===== src/rtl/sdram_init_pkg.sv =====
package sdram_init_pkg;
  localparam logic [1:0] SEL_GRP0   = 2'd0;
  localparam logic [1:0] SEL_GRP1   = 2'd1;
  localparam logic [1:0] SEL_TIMING = 2'd2;

  localparam logic [7:0] CODE_NOP = 8'h01;
  localparam logic [7:0] CODE_PRE = 8'h02;
  localparam logic [7:0] CODE_REF = 8'h03;
  localparam logic [7:0] CODE_MRS = 8'h04;

  typedef enum logic [3:0] {
    ST_GRP0, ST_GRP1, ST_TIMING, ST_NOP, ST_SETTLE,
    ST_ISSUE, ST_GAP, ST_FINAL, ST_READY
  } seq_state_e;
endpackage


===== src/rtl/init_delay_counter.sv =====
module init_delay_counter #(
  parameter int W = 16
) (
  input  logic         clk,
  input  logic         rst,
  input  logic         load_i,
  input  logic [W-1:0] load_val_i,
  output logic         expired_o
);
  logic [W-1:0] cnt_q;

  always_ff @(posedge clk) begin
    if (rst)             cnt_q <= '0;
    else if (load_i)     cnt_q <= load_val_i;
    else if (cnt_q != 0) cnt_q <= cnt_q - 1'b1;
  end

  assign expired_o = (cnt_q == '0);
endmodule


===== src/rtl/init_mode_payload.sv =====
module init_mode_payload #(
  parameter int CL_W = 3
) (
  input  logic [CL_W-1:0] cas_field_i,
  input  logic            narrow_bus_i,
  input  logic [7:0]      override_i,
  output logic [7:0]      payload_o
);
  logic [7:0] base;

  always_comb begin
    base = (cas_field_i == CL_W'(2)) ? 8'h40 : 8'h60;
    if (narrow_bus_i) base = base >> 1;
    payload_o = (override_i != 8'h00) ? override_i : base;
  end
endmodule


===== src/rtl/init_cmd_list.sv =====
module init_cmd_list
  import sdram_init_pkg::*;
#(
  parameter int N_REF = 8,
  parameter int IW    = 4
) (
  input  logic [IW-1:0] idx_i,
  input  logic [7:0]    payload_i,
  output logic [7:0]    word_o,
  output logic          last_o
);
  localparam int N_CMD = N_REF + 2;

  logic [7:0] code;

  always_comb begin
    if (idx_i == '0)                 code = CODE_PRE;
    else if (idx_i == IW'(N_CMD-1))  code = CODE_MRS;
    else                             code = CODE_REF;
    word_o = code | payload_i;
    last_o = (idx_i == IW'(N_CMD-1));
  end
endmodule


===== src/rtl/sdram_init_seq.sv =====
module sdram_init_seq
  import sdram_init_pkg::*;
#(
  parameter int CLK_MHZ   = 50,
  parameter int SETTLE_US = 200,
  parameter int GAP_NS    = 80,
  parameter int N_REF     = 8,
  parameter int REF_LSB   = 12,
  parameter int WIDTH_BIT = 9
) (
  input  logic        clk,
  input  logic        rst,
  input  logic [31:0] grp0_cfg_i,
  input  logic [31:0] grp1_cfg_i,
  input  logic [31:0] timing_cfg_i,
  input  logic [7:0]  mode_override_i,
  output logic        reg_wr_o,
  output logic [1:0]  reg_sel_o,
  output logic [31:0] reg_data_o,
  output logic        cmd_valid_o,
  output logic [7:0]  cmd_word_o,
  output logic        done_o
);
  localparam int SETTLE_CYC = SETTLE_US * CLK_MHZ;
  localparam int GAP_RAW    = (GAP_NS * CLK_MHZ + 999) / 1000;
  localparam int GAP_CYC    = (GAP_RAW < 2) ? 2 : GAP_RAW;
  localparam int MAX_CYC    = (SETTLE_CYC > GAP_CYC) ? SETTLE_CYC : GAP_CYC;
  localparam int CNT_W      = $clog2(MAX_CYC + 1);
  localparam int N_CMD      = N_REF + 2;
  localparam int IW         = $clog2(N_CMD + 1);
  localparam logic [31:0] REF_MASK = 32'h3 << REF_LSB;

  seq_state_e  state_q;
  logic [31:0] g0_q, g1_q, tm_q;
  logic [7:0]  ovr_q;
  logic [IW-1:0] idx_q;
  logic        last_sent_q;

  logic             cnt_load;
  logic [CNT_W-1:0] cnt_val;
  logic             cnt_expired;
  logic [7:0]       payload;
  logic [7:0]       list_word;
  logic             list_last;

  init_delay_counter #(.W(CNT_W)) u_delay (
    .clk        (clk),
    .rst        (rst),
    .load_i     (cnt_load),
    .load_val_i (cnt_val),
    .expired_o  (cnt_expired)
  );

  init_mode_payload #(.CL_W(3)) u_payload (
    .cas_field_i  (tm_q[2:0]),
    .narrow_bus_i (g0_q[WIDTH_BIT]),
    .override_i   (ovr_q),
    .payload_o    (payload)
  );

  init_cmd_list #(.N_REF(N_REF), .IW(IW)) u_list (
    .idx_i     (idx_q),
    .payload_i (payload),
    .word_o    (list_word),
    .last_o    (list_last)
  );

  // Shared counter: loaded for the settle window after the NOP and for
  // the gap after every list command; loaded two short so the next
  // command lands exactly on the interval boundary.
  always_comb begin
    cnt_load = (state_q == ST_NOP) || (state_q == ST_ISSUE);
    cnt_val  = (state_q == ST_NOP) ? CNT_W'(SETTLE_CYC - 2) : CNT_W'(GAP_CYC - 2);
  end

  always_ff @(posedge clk) begin
    if (rst) begin
      state_q     <= ST_GRP0;
      g0_q        <= '0;
      g1_q        <= '0;
      tm_q        <= '0;
      ovr_q       <= '0;
      idx_q       <= '0;
      last_sent_q <= 1'b0;
      reg_wr_o    <= 1'b0;
      reg_sel_o   <= '0;
      reg_data_o  <= '0;
      cmd_valid_o <= 1'b0;
      cmd_word_o  <= '0;
      done_o      <= 1'b0;
    end else begin
      reg_wr_o    <= 1'b0;
      cmd_valid_o <= 1'b0;
      cmd_word_o  <= '0;
      unique case (state_q)
        ST_GRP0: begin
          g0_q       <= grp0_cfg_i;
          g1_q       <= grp1_cfg_i;
          tm_q       <= timing_cfg_i;
          ovr_q      <= mode_override_i;
          reg_wr_o   <= 1'b1;
          reg_sel_o  <= SEL_GRP0;
          reg_data_o <= grp0_cfg_i;
          state_q    <= ST_GRP1;
        end
        ST_GRP1: begin
          reg_wr_o   <= 1'b1;
          reg_sel_o  <= SEL_GRP1;
          reg_data_o <= g1_q;
          state_q    <= ST_TIMING;
        end
        ST_TIMING: begin
          reg_wr_o   <= 1'b1;
          reg_sel_o  <= SEL_TIMING;
          reg_data_o <= tm_q & ~REF_MASK;
          state_q    <= ST_NOP;
        end
        ST_NOP: begin
          cmd_valid_o <= 1'b1;
          cmd_word_o  <= CODE_NOP;
          state_q     <= ST_SETTLE;
        end
        ST_SETTLE: begin
          if (cnt_expired) state_q <= ST_ISSUE;
        end
        ST_ISSUE: begin
          cmd_valid_o <= 1'b1;
          cmd_word_o  <= list_word;
          idx_q       <= idx_q + 1'b1;
          last_sent_q <= list_last;
          state_q     <= ST_GAP;
        end
        ST_GAP: begin
          if (cnt_expired) state_q <= last_sent_q ? ST_FINAL : ST_ISSUE;
        end
        ST_FINAL: begin
          reg_wr_o   <= 1'b1;
          reg_sel_o  <= SEL_TIMING;
          reg_data_o <= tm_q;
          done_o     <= 1'b1;
          state_q    <= ST_READY;
        end
        ST_READY: state_q <= ST_READY;
        default:  state_q <= ST_GRP0;
      endcase
    end
  end
endmodule


===== config.mk =====
export PLATFORM = sky130hd
export DESIGN_NAME = sdram_init_seq
export DESIGN_NICKNAME = d
export VERILOG_FILES = /design/src/rtl/sdram_init_pkg.sv /design/src/rtl/init_delay_counter.sv /design/src/rtl/init_mode_payload.sv /design/src/rtl/init_cmd_list.sv /design/src/rtl/sdram_init_seq.sv
export SDC_FILE = /design/constraint.sdc
export NUM_CORES = 1
export LEC_CHECK = 0
export BUFFER_PORTS_ARGS = -buffer_cell sky130_fd_sc_hd__buf_4
export CORE_ASPECT_RATIO = 1.5
export CORE_MARGIN = 8
export CORE_UTILIZATION = 30
export CTS_CLUSTER_DIAMETER = 80
export DETAILED_ROUTE_END_ITERATION = 6
export GPL_TIMING_DRIVEN = 0
export PLACE_DENSITY_LB_ADDON = 0.1
export SLEW_MARGIN = 10
export SYNTH_ARGS = -nofsm -noshare
export SYNTH_HDL_FRONTEND = slang
export SYNTH_SLANG_ARGS = --single-unit

===== constraint.sdc =====
create_clock -name clk -period 3.4 [get_ports clk]
set_clock_uncertainty 0.15 [all_clocks]
set_input_delay 0.68 -clock clk [delete_from_list [all_inputs] [get_ports clk]]
set_output_delay 0.68 -clock clk [all_outputs]
set_load 0.02 [all_outputs]

==> impl_metrics.csv <==
group,metric,value,unit
setup_path,regToRegSetupSlack,660,ps
placed_design,dp_cells,1108,
synth,synth_cell_types,52,
cells_and_area,design_area,7850,µm²
clock_tree,clock-sinks,141,
synth,synth-edff-count,0,
detailed_routing,wl,20.9,mm
worst_hold_path,min_path_cells,2,
detailed_routing,avgRoutedWirePerCell,18.4,µm
floorplanning,core-area,19100,µm²
global_routing,grt_max_degree,17,
setup_path,slowest_stage,"nor4_1",
synth,synth.yosys.seq_area_share,48.6,%
setup_path,arrival,2940,ps
cells_and_area,fin_nets,981,
floorplanning,dieArea,24200,µm²
global_routing,antenna_found_initial,0,
pwr,intPower,0.00373,W
synth,syn_inst,702,
timing,post-route-period-util,80.7,%
flow_run,drv_cap,0,
setup_path,critPathTopFamily,"buffers and inverters",
setup_path,cp-start-kind,"flip-flop",
placed_design,gp_congestion,0.836,
clock_tree,cts-buffers-inserted,17,
clock_tree,cts_root_buf,"clkbuf_16",
synth,synth_top_area_share,48.6,%
setup_path,crit_path_cell_trace,"clkbuf_8 > nor4_1 > clkbuf_1 > clkbuf_1 > nand2_1 > a21oi_1",
detailed_routing,post-route-drc-count,0,
clock_tree,hold_buffers,0,
synth,synthFlopType,"dfxtp_1",
global_routing,grt_pass1_vias,5929,
clock_tree,h-tree-depth,4,
synth,async_flop_share,0,%
pwr,leakage,3.17,nW
floorplanning,die_y,186,µm
clock_tree,cts_resized,0,
synth,ys_seq_elements,141,
synth,yosys_warnings,0,
timing,final_hold_viol_count,0,
placed_design,dp_slack,656,ps
setup_path,reg2reg_to,"g1_q[17]",
clock_tree,clk_pin_slew,60,ps
synth,syn_nets,812,
worst_hold_path,min_to,"tm_q[30]",
pwr,power_density,716,nW/µm²
timing,whs,305,ps
timing,setup_viol,0,
synth,syn_area,5810,µm²
cells_and_area,drive_gt1_share,22.4,%
timing,maxSlewViolCount,0,
global_routing,grt_overflow_total,0,
global_routing,grt_pass1_wl,32.4,mm
setup_path,r2r_start,"state_q[0]",
setup_path,reg2reg_depth,6,
pwr,switching_power,0.00190,W
timing,fin_tns_setup,0,ps
cells_and_area,diodes,0,
timing,min_period,2740,ps
worst_hold_path,hp-start,"tm_q[30]",
setup_path,critical_path_class,"reg2reg",
detailed_routing,vias_per_cell,4.98,
pwr,irDropWorstVdd,0.000393,V
synth,yosys-top-cells-count,"155 x nand2_1, 141 x dfxtp_1, 89 x a21oi_1",
outcome,outcome,"completed",
pwr,combPwrFrac,29.3,%
synth,synthMostInstantiatedCell,"nand2_1",
cells_and_area,area_growth_syn_to_layout,35.1,%
setup_path,path_buf_inv,3,
setup_path,cpPeakStageDelay,650,ps
clock_tree,clk_latency,430,ps
pwr,p_seq_share,37.5,%
pwr,pwr-share-clk,33.1,%
setup_path,crit_fanout,10,
placed_design,post_dp_cell_area,7260,µm²
pwr,switching_share,33.7,%
placed_design,port_buffers,150,
timing,relSlewSlack,51.5,%
setup_path,required,3600,ps
synth,yosysTopAreaCell,"dfxtp_1",
global_routing,track_usage,17.6,%
setup_path,critPathCaptureType,"flip-flop",
cells_and_area,fin_cells,1140,
detailed_routing,vias,5679,
timing,max_freq,365,MHz
timing,fin_ws,657,ps
timing,tightestPinTransition,721,ps
detailed_routing,antenna_left,0,
detailed_routing,drtIter0Drc,288,
floorplanning,die_w,130,µm
detailed_routing,first_pass_iters,5,
floorplanning,pin_count,151,
timing,rsz0062_at_grt,"no",
synth,syn_avg_cell_area,8.28,µm²
clock_tree,cts_tree,"done",
setup_path,cpMostUsedCell,"clkbuf_1",
floorplanning,start_util,30.4,%
clock_tree,postCtsSetupBuffers,0,
clock_tree,clock_path_buffers,2,
worst_hold_path,min_path_type,"reg2reg",
synth,ys_top_cells_by_area,"dfxtp_1 49%, nand2_1 10%, a21oi_1 7.7%, a221oi_1 4.5%, a22oi_1 3.9%",
placed_design,dp.final_hpwl,16.3,mm
floorplanning,rows,62,
-- routing by layer --
layer  global-route usage (%)  wire length (µm)  vias to the layer above
met1                     19.0              8390                     2696
li1                         -                 -                     2825
met2                     32.5             11400                      136
met3                     3.88               807                       22
met4                     5.65               318                        0
met5                        0                 0                        -
-- power by group through the flow --
stage / clock, W / sequential (W) / combinational [W]
2_1_floorplan: 0 / 0.00218 / 0.00102
3_3_place_gp: 0 / 0.00213 / 0.00163
3_5_place_dp: 0 / 0.00214 / 0.00166
4_1_cts: 0.00191 / 0.00211 / 0.00166
5_1_grt: 0.00198 / 0.00214 / 0.00183
6_report: 0.00186 / 0.00211 / 0.00165
-- state kept, by name, summed over array words and instances, names as in the netlist, 2 cells and up --
name / cells
u_delay.cnt_q: 14
idx_q: 4
reg_sel_o: 2
state_q: 4
ovr_q: 8
reg_data_o: 32
g1_q: 32
tm_q: 32
cmd_word_o: 8
-- area by class of cell --
cell class                      instances  area [µm²]
Clock buffer                           20         457
Timing Repair Buffer                  150        1130
Fill cell                            2043       11200
Multi-Input combinational cell        485        2660
Buffer                                 64         282
Clock inverter                         12         138
Sequential cell                       141        2820
Tap cell                              256         320
Inverter                               12        45.0
-- worst max-delay path by stage --
stage	cells past startpoint	start	endpoint	slack, ps
finish	6	state_q[0]	g1_q[17]	660
global route	6	state_q[0]	ovr_q[2]	430
CTS	6	state_q[0]	g1_q[17]	640
detailed placement	6	state_q[0]	g1_q[17]	660
global placement	6	state_q[0]	g1_q[17]	680
floorplan	8	u_delay.cnt_q[0]	state_q[1]	970
-- kinds of logic (layout without fill, tap and decap cells) --
family	after synthesis	count (layout)	synth area share (%)
muxes	4	4	0.775
buffers and inverters	76	258	5.62
adders and majority gates	4	4	0.861
DFF	141	141	48.6
AOI/OAI and AO/OA	208	208	23.1
xor gates and xnor gates	10	10	1.51
and+or+nand+nor	259	259	19.5
-- cells in the final DEF (no fill, tap or decap), types with 5 or more instances in the layout --
| cell | n |
|---|---|
| clkbuf_16 | 17 |
| dfxtp_1 | 141 |
| o31ai_1 | 10 |
| nand2b_1 | 5 |
| buf_4 | 150 |
| inv_1 | 12 |
| clkinvlp_4 | 5 |
| clkbuf_1 | 55 |
| o22ai_1 | 30 |
| nand2_1 | 155 |
| a21oi_1 | 89 |
| nand3_1 | 5 |
| xnor2_1 | 5 |
| nor3_1 | 6 |
| nor4_1 | 5 |
| nor2_1 | 51 |
| xor2_1 | 5 |
| or4_1 | 7 |
| a221oi_1 | 30 |
| a22oi_1 | 30 |
-- tightest hold or removal path, stage by stage, from the launching register on --
cell     delay [ps]
dfxtp_1         310
nand2_1          50
a21oi_1          50
-- metrics by stage --
step | utilization, % | total power (W)
CTS | 41.1 | 0.00568
global route | 41.1 | 0.00595
detailed placement | 38.0 | 0.00380
floorplan | - | 0.00320
finish | 41.1 | 0.00562
global placement | 38.0 | 0.00376
Power figures use the tool's default switching activity.
